[src/rtl/streamReaderPkg.sv]
package streamReaderPkg;

  localparam logic [31:0] SEP_FILE_OPEN  = 32'hDEADBEEF;
  localparam logic [31:0] SEP_FILE_CLOSE = 32'hCAFED00D;
  localparam logic [31:0] SEP_DATA_END   = 32'hFEE1DEAD;

  typedef enum logic [2:0] {
    ST_IDLE,
    ST_CHECK,
    ST_ISSUE,
    ST_XFER,
    ST_DONE
  } readState_t;

  // Strobes from control to datapath
  typedef struct packed {
    logic takeByte;
  } ctlStrobe_t;

endpackage

[src/rtl/readerCtl.sv]
module readerCtl
  import streamReaderPkg::*;
#(
  parameter int QUEUE_DEPTH = 1024,
  parameter int BLOCK_BYTES = 512,
  parameter int ADDR_W      = 32,
  localparam int QCNT_W     = $clog2(QUEUE_DEPTH + 1),
  localparam int BCNT_W     = $clog2(BLOCK_BYTES),
  localparam int WORDS_PER_BLOCK = BLOCK_BYTES / 2
) (
  input  logic              clk,
  input  logic              rstN,
  input  logic              devReady,
  input  logic              byteStrobe,
  input  logic [QCNT_W-1:0] queueCount,
  input  logic              hitEndData,
  output ctlStrobe_t        strobes,
  output logic              devReadGo,
  output logic [ADDR_W-1:0] devBlockAddr,
  output logic              loadDone
);

  readState_t        state;
  logic [BCNT_W-1:0] byteCnt;
  logic [ADDR_W-1:0] blockAddr;
  logic              strobeQ;
  logic              strobeEdge;
  logic [QCNT_W:0]   fillAfter;
  logic              roomOk;

  assign strobeEdge = byteStrobe & ~strobeQ;
  assign fillAfter  = {1'b0, queueCount} + (QCNT_W + 1)'(WORDS_PER_BLOCK);
  assign roomOk     = fillAfter <= (QCNT_W + 1)'(QUEUE_DEPTH);

  always_comb begin
    strobes          = '0;
    strobes.takeByte = (state == ST_XFER) && strobeEdge;
  end

  always_ff @(posedge clk) begin
    if (!rstN) begin
      state     <= ST_IDLE;
      byteCnt   <= '0;
      blockAddr <= '0;
      strobeQ   <= 1'b0;
    end else begin
      strobeQ <= byteStrobe;
      unique case (state)
        ST_IDLE:  if (devReady) state <= ST_CHECK;
        ST_CHECK: if (devReady && roomOk) state <= ST_ISSUE;
        ST_ISSUE: begin
          byteCnt <= '0;
          state   <= ST_XFER;
        end
        ST_XFER: begin
          if (strobes.takeByte) begin
            if (hitEndData) begin
              state <= ST_DONE;
            end else if (byteCnt == BCNT_W'(BLOCK_BYTES - 1)) begin
              blockAddr <= blockAddr + 1'b1;
              state     <= ST_CHECK;
            end else begin
              byteCnt <= byteCnt + 1'b1;
            end
          end
        end
        ST_DONE:  state <= ST_DONE;
        default:  state <= ST_IDLE;
      endcase
    end
  end

  assign devReadGo    = (state == ST_ISSUE);
  assign devBlockAddr = blockAddr;
  assign loadDone     = (state == ST_DONE);

endmodule

[src/rtl/readerDp.sv]
module readerDp
  import streamReaderPkg::*;
(
  input  logic        clk,
  input  logic        rstN,
  input  ctlStrobe_t  strobes,
  input  logic [7:0]  devByte,
  output logic        hitEndData,
  output logic        wordValid,
  output logic [15:0] wordData,
  output logic        wordNewFile
);

  logic [7:0]  hiByte;
  logic        haveHi;
  logic [15:0] pendWord;
  logic        pendValid;
  logic        pendFlag;
  logic        fileStartPend;

  logic [15:0] newWord;
  logic        wordDone;
  logic [31:0] window;
  logic        isOpen, isClose, isEnd, isSep;

  assign newWord  = {hiByte, devByte};
  assign wordDone = strobes.takeByte && haveHi;
  assign window   = {pendWord, newWord};
  assign isOpen   = pendValid && (window == SEP_FILE_OPEN);
  assign isClose  = pendValid && (window == SEP_FILE_CLOSE);
  assign isEnd    = pendValid && (window == SEP_DATA_END);
  assign isSep    = isOpen || isClose || isEnd;

  assign hitEndData = wordDone && isEnd;

  always_ff @(posedge clk) begin
    if (!rstN) begin
      hiByte        <= '0;
      haveHi        <= 1'b0;
      pendWord      <= '0;
      pendValid     <= 1'b0;
      pendFlag      <= 1'b0;
      fileStartPend <= 1'b0;
      wordValid     <= 1'b0;
      wordData      <= '0;
      wordNewFile   <= 1'b0;
    end else begin
      wordValid   <= 1'b0;
      wordNewFile <= 1'b0;
      if (strobes.takeByte && !haveHi) begin
        hiByte <= devByte;
        haveHi <= 1'b1;
      end else if (wordDone) begin
        haveHi <= 1'b0;
        if (isSep) begin
          pendValid <= 1'b0;
          if (isOpen) fileStartPend <= 1'b1;
        end else begin
          if (pendValid) begin
            wordValid   <= 1'b1;
            wordData    <= pendWord;
            wordNewFile <= pendFlag;
          end
          pendWord      <= newWord;
          pendValid     <= 1'b1;
          pendFlag      <= fileStartPend;
          fileStartPend <= 1'b0;
        end
      end
    end
  end

endmodule

[src/rtl/blockStreamReader.sv]
module blockStreamReader
  import streamReaderPkg::*;
#(
  parameter int QUEUE_DEPTH = 1024,
  parameter int BLOCK_BYTES = 512,
  parameter int ADDR_W      = 32,
  localparam int QCNT_W     = $clog2(QUEUE_DEPTH + 1)
) (
  input  logic              clk,
  input  logic              rstN,
  input  logic              devReady,
  input  logic              devByteStrobe,
  input  logic [7:0]        devByte,
  input  logic [QCNT_W-1:0] queueCount,
  output logic              devReadGo,
  output logic [ADDR_W-1:0] devBlockAddr,
  output logic              wordValid,
  output logic [15:0]       wordData,
  output logic              wordNewFile,
  output logic              loadDone
);

  ctlStrobe_t strobes;
  logic       hitEndData;

  readerCtl #(
    .QUEUE_DEPTH(QUEUE_DEPTH),
    .BLOCK_BYTES(BLOCK_BYTES),
    .ADDR_W     (ADDR_W)
  ) i_ctl (
    .clk         (clk),
    .rstN        (rstN),
    .devReady    (devReady),
    .byteStrobe  (devByteStrobe),
    .queueCount  (queueCount),
    .hitEndData  (hitEndData),
    .strobes     (strobes),
    .devReadGo   (devReadGo),
    .devBlockAddr(devBlockAddr),
    .loadDone    (loadDone)
  );

  readerDp i_dp (
    .clk        (clk),
    .rstN       (rstN),
    .strobes    (strobes),
    .devByte    (devByte),
    .hitEndData (hitEndData),
    .wordValid  (wordValid),
    .wordData   (wordData),
    .wordNewFile(wordNewFile)
  );

endmodule

[config.mk]
export PLATFORM = sky130hd
export DESIGN_NAME = blockStreamReader
export DESIGN_NICKNAME = d
export VERILOG_FILES = /design/src/rtl/streamReaderPkg.sv /design/src/rtl/readerCtl.sv /design/src/rtl/readerDp.sv /design/src/rtl/blockStreamReader.sv
export SDC_FILE = /design/constraint.sdc
export NUM_CORES = 1
export LEC_CHECK = 0
export BUFFER_PORTS_ARGS = -buffer_cell sky130_fd_sc_hd__buf_4
export CORE_ASPECT_RATIO = 1.1
export CORE_MARGIN = 2
export CORE_UTILIZATION = 55
export CTS_CLUSTER_DIAMETER = 30
export DETAILED_ROUTE_END_ITERATION = 8
export PLACE_DENSITY = 0.81
export SLEW_MARGIN = 20
export SYNTH_ARGS = -nofsm -noshare
export SYNTH_HDL_FRONTEND = slang
export SYNTH_SLANG_ARGS = --single-unit
[constraint.sdc]
create_clock -name clk -period 5.6 [get_ports clk]
set_input_delay 0.56 -clock clk [delete_from_list [all_inputs] [get_ports clk]]
set_output_delay 0.56 -clock clk [all_outputs]
set_load 0.05 [all_outputs]
# Word-level counts from Yosys, hierarchy flattened
# Index checks and enable logic that the tools add are counted.
# totals
regBits	91
inputBits	23
# op_classes
n_addsub	3
n_lt_le_gt_ge	1
eq_ne	15
muxes	16
bitwise	8
n_reduce_logical	23
# ops
op	count
$eq A32 B32 Y1 const B	3
$add A32 B1 Y32 const B	1
$mux W9	3
$pmux W9 S2	1
$reduce_and A4 Y1	4
$mux W3	5
$pmux W3 S5	1
$add A11 B9 Y12 const B	1
$le A12 B11 Y1 const B	1
$add A9 B1 Y9 const B	1
$eq A9 B9 Y1 const B	1
$logic_and A1 B1 Y1	8
$not A1 Y1	7
$eq A3 B2 Y1 const B	2
$mux W1	6
$ne A2 B1 Y1 const B	3
$ne A2 B2 Y1 const B	3
$reduce_and A3 Y1	2
$reduce_or A5 Y1	1
$reduce_bool A2 Y1	2
$reduce_or A4 Y1	1
$eq A3 B1 Y1 const B	1
$eq A3 B3 Y1 const B	1
$logic_not A3 Y1	1
other kinds (5)	6

# Depth between registers and ports, before layout
# logic_depth
ltp_word	8
ltp_mapped	10
ltp_nobuf	10

# Hierarchy
# A second synthesis with hierarchy kept.
# unflattened
cells_unflattened	463
hier_area_um2	4196.5
# by_module_without_submodules
module	n_inst	cells_each	area_per_inst_um2	seq_area_each_um2
readerCtl	1	252	2270.9	900.9
readerDp	1	211	1925.6	920.9

# Worst setup path before layout
# OpenSTA, ideal clock, no wires.
# synth_timing
path_kind	register to output
startpoint	reg i_ctl.state[2]
endpoint	out loadDone
arrival_ns	1.799
t_required_ns	5.040
path_slack_ns	3.241
path_stages_with_launch	3
path_cell_list	dfxtp_1 clkbuf_1 nor3b_1
# synth_via
elab_chain_cells	1
# synth_lines
element	line_no	text
from (decl)	readerCtl.sv:23	readState_t state;
from (signal assigned)	readerCtl.sv:42	state <= ST_IDLE;
from (signal assigned)	readerCtl.sv:49	ST_IDLE: if (devReady) state <= ST_CHECK;
from (signal assigned)	readerCtl.sv:50	ST_CHECK: if (devReady && roomOk) state <= ST_ISSUE;
$eq A3 B3 Y1	readerCtl.sv:75	assign loadDone = (state == ST_DONE);
to (decl)	blockStreamReader.sv:20	output logic loadDone
# No other way between the ends.

# Worst setup path in the final report
# layout_timing
startpoint	reg i_ctl.byteCnt[0]
endpoint	reg i_ctl.blockAddr[28] (netlist: i_ctl.devBlockAddr[28])
# layout_via
elab_chain_cells	2
# layout_lines
element	line_no	text
from (decl)	readerCtl.sv:24	logic [BCNT_W-1:0] byteCnt;
from (signal assigned)	readerCtl.sv:63	byteCnt <= byteCnt + 1'b1;
$eq A9 B9 Y1	readerCtl.sv:59	end else if (byteCnt == BCNT_W'(BLOCK_BYTES - 1)) begin
$reduce_and A4 Y1 (no source line)	--	
to (signal assigned)	readerCtl.sv:60	blockAddr <= blockAddr + 1'b1;
to (decl)	readerCtl.sv:25	logic [ADDR_W-1:0] blockAddr;
# No other way between the ends.
# A chain may end at the register's enable or synchronous reset.

==> impl_metrics.csv <==
group,metric,value,unit
synth,synth_warnings,0,
worst_setup_path,max_stage_delay,0.64,ns
timing,fin_crit,2.61,ns
cts,cts_resized,0,
worst_setup_path,path_buf_inv,0,
worst_setup_path,worstPathRequired,5.90,ns
routing,wl_per_cell,15.1,um
place,hpwl,6520,um
place,gp_congestion,0.816,
timing,skew,0.0114,ns
synth,synth_enable_flop_cells,0,
layout,synthToLayoutAreaGrowth,20.3,%
run,maxCapViolCount,0,
synth,syn_avg_cell_area,8.70,um^2
worst_setup_path,crit_type,"reg -> reg",
synth,ys.flop_type,"dfxtp_1",
timing,final_hold_viol_count,0,
worst_setup_path,r2r-start,"i_ctl.byteCnt[0]$_SDFFE_PN0P_",
floorplanning,die-area,8140,um^2
worst_setup_path,path_cells,"ha_1 > nand3_1 > nor2_1 > ha_1 > and2_1 > nand3_1 > nor2_1 > o2111ai_4 > or4b_2 > o21ai_0",
hold_path,worst_hold_path.endpoint,"i_ctl.strobeQ$_SDFF_PN0_",
floorplanning,fp-row-count,32,
global_route,grt_pass1_vias,3513,
cts,numCtsBuffers,9,
layout,final_cell_area,4920,um^2
power_and_ir_drop,peakVddDrop,0.188,mV
worst_setup_path,r2r_slack,2.99,ns
timing,final_max_slew_viol_count,0,
synth,ys_async_sr_fraction,0,
global_route,grtUsageMet1,0.302,
place,placed_area,4690,um^2
power_and_ir_drop,power_density,249,nW/um^2
global_route,antenna_found_initial,0,
floorplanning,start_util,0.574,
timing,max_freq,383,MHz
floorplanning,core,7130,um^2
layout,antenna_cells,0,
routing,via_per_inst,5.95,
global_route,grt_remaining_overflow,0,
global_route,grt_max_degree,68,
floorplanning,fp.dieW,86.2,um
worst_setup_path,reg2reg_depth,10,
cts,cts_setup_buffers,0,
worst_setup_path,crit_family,"simple AND/OR/NAND/NOR gates",
timing,max_slew.worst_pin.slew,1.00,ns
cts,clk_pin_slew,0.09,ns
layout,layout_commonest_cell,"dfxtp_1",
global_route,grt_usage,0.243,
place,dp_cells,608,
global_route,grt_util_met3,0.0516,
timing,period_share,0.466,
routing,drt-total-wl,9430,um
cts,root_buffer,"clkbuf_8",
timing,setup_tns,0,ns
routing,drt_pass1_iterations,4,
layout,num-nets-final,560,
synth,synth_top_area_frac,0.445,
global_route,busiest_layer,"met2",
routing,drtIter0Drc,218,
synth,syn-cell-area,4090,um^2
synth,yosysTopAreaCell,"dfxtp_1",
layout,mostFrequentLayoutCells,"91 x dfxtp_1, 76 x buf_4, 59 x nand2_1",
routing,remaining_drc_errors,0,
cts,cts_buffer_depth,2,
timing,rsz0062_at_grt,"no",
hold_path,hold_depth,2,
synth,synth.area.top_cells,"dfxtp_1 45%, mux2i_1 6.1%, nand2_1 5.4%",
cts,cts_tree,"yes",
synth,synth_cell_types,57,
outcome,status,"completed",
synth,netlist_instances,470,
global_route,met2_usage,0.408,
worst_setup_path,r2r-end,"i_ctl.devBlockAddr[28]$_SDFFE_PN0P_",
synth,syn_nets,496,
cts,clock-sinks,91,
worst_setup_path,cp.arrival,2.91,ns
place,port_buffers,74,
synth,ys_ff_latch,91,
routing,ant_nets,0,
worst_setup_path,cp_slowest_cell,"or4b_2",
timing,setup_viol,0,
routing,dr_total_vias,3712,
hold_path,hold_class,"in -> reg",
cts,holdBufCountCts,0,
floorplanning,io_pins,75,
worst_setup_path,crit_fanout,8,
layout,layout.cells.non_filler,624,
floorplanning,die_h,94.4,um
cts,h-tree-depth,3,
layout,drive_gt1_frac,0.200,
hold_path,hp-start,"devByteStrobe",
worst_setup_path,startpoint_type,"flop",
cts,clock_latency,0.36,ns
timing,relSlewSlack,0.332,
synth,synth_seq_area_share,0.445,
global_route,grt_pass1_wl,15800,um
worst_setup_path,cp-end-kind,"flop",
power_and_ir_drop,p_leak,1.72,nW
-- final cells by class --
class,count,area [um^2]
repair buffers,76,571
fillers,588,2210
inverters,7,26.3
well taps,85,106
multi-input cells,349,2160
clock buffers,9,124
flip-flops and latches,91,1820
clock inverters,7,105
-- worst max path at each step --
stage / slack [ns] / cells past startpoint / end / start
6_report: 2.99 / 10 / i_ctl.devBlockAddr[28]$_SDFFE_PN0P_ / i_ctl.byteCnt[0]$_SDFFE_PN0P_
5_1_grt: 2.78 / 10 / i_ctl.devBlockAddr[28]$_SDFFE_PN0P_ / i_ctl.byteCnt[0]$_SDFFE_PN0P_
4_1_cts: 2.97 / 10 / i_ctl.devBlockAddr[28]$_SDFFE_PN0P_ / i_ctl.byteCnt[0]$_SDFFE_PN0P_
3_5_place_dp: 2.77 / 7 / i_dp.wordData[14]$_SDFFE_PN0P_ / devByteStrobe
3_3_place_gp: 2.88 / 7 / i_dp.wordData[7]$_SDFFE_PN0P_ / devByte[4]
2_1_floorplan: 3.24 / 2 / loadDone / i_ctl.state[2]$_SDFFE_PN0P_
-- power by group --
part | internal, mW | switching, mW
clock network | 0.258 | 0.248
logic | 0.0223 | 0.0375
registers | 0.650 | 0.00679
total | 0.931 | 0.292
-- cell usage after synthesis (all sizes together) (2+ instances only) --
cell and count:
nand2b 4, mux2i 25, nand2 60, buf 11
nor2b 2, clkbuf 12, nor2 37, nor4 11
o211ai 6, o21a 6, o21ai 36, a21oi 29
nand3 33, or4 9, o31ai 10, and4bb 2
and2 6, o2111ai 2, or3 15, and4 4
and3 4, ha 3, o31a 2, dfxtp 91
xnor2 4, xor2 5, nor3 7, inv 7
nand4 8, nand4b 3, o21bai 2
-- flip-flops by register name (all words and copies together), names as in the netlist, 3 cells and up --
| name | count |
|---|---|
| i_dp.hiByte | 8 |
| i_dp.wordData | 16 |
| i_ctl.devBlockAddr | 32 |
| i_ctl.state | 3 |
| i_ctl.byteCnt | 9 |
| i_dp.pendWord | 16 |
-- kinds of logic after synthesis --
group | Yosys count | synth area share
adder cells (fa/ha/maj) | 3 | 0.00918
AND/OR/NAND/NOR | 213 | 0.277
buffers and inverters | 30 | 0.0318
XOR/XNOR | 9 | 0.0193
flip-flops | 91 | 0.445
multiplexers | 26 | 0.0639
AO/OA/AOI/OAI | 98 | 0.153
-- per-stage QoR --
| stage | hold slack, ns | util | worst slack [ns] | power (mW) |
|---|---|---|---|---|
| global placement | 0.443 | 0.657 | 2.88 | 0.730 |
| floorplan | 0.430 | - | 3.24 | 0.707 |
| global route | 0.426 | 0.690 | 2.78 | 1.27 |
| finish | 0.415 | 0.690 | 2.99 | 1.22 |
| detailed placement | 0.448 | 0.658 | 2.77 | 0.731 |
| CTS | 0.412 | 0.690 | 2.97 | 1.23 |
-- per-layer routing --
layer | part of all wire | wire (um) | vias up
li1 | - | - | 1831
met1 | 0.44 | 4130 | 1747
met2 | 0.48 | 4560 | 115
met3 | 0.058 | 544 | 19
met4 | 0.021 | 199 | 0
met5 | 0 | 0 | -
Note: power is estimated with default switching activity, not from simulation.
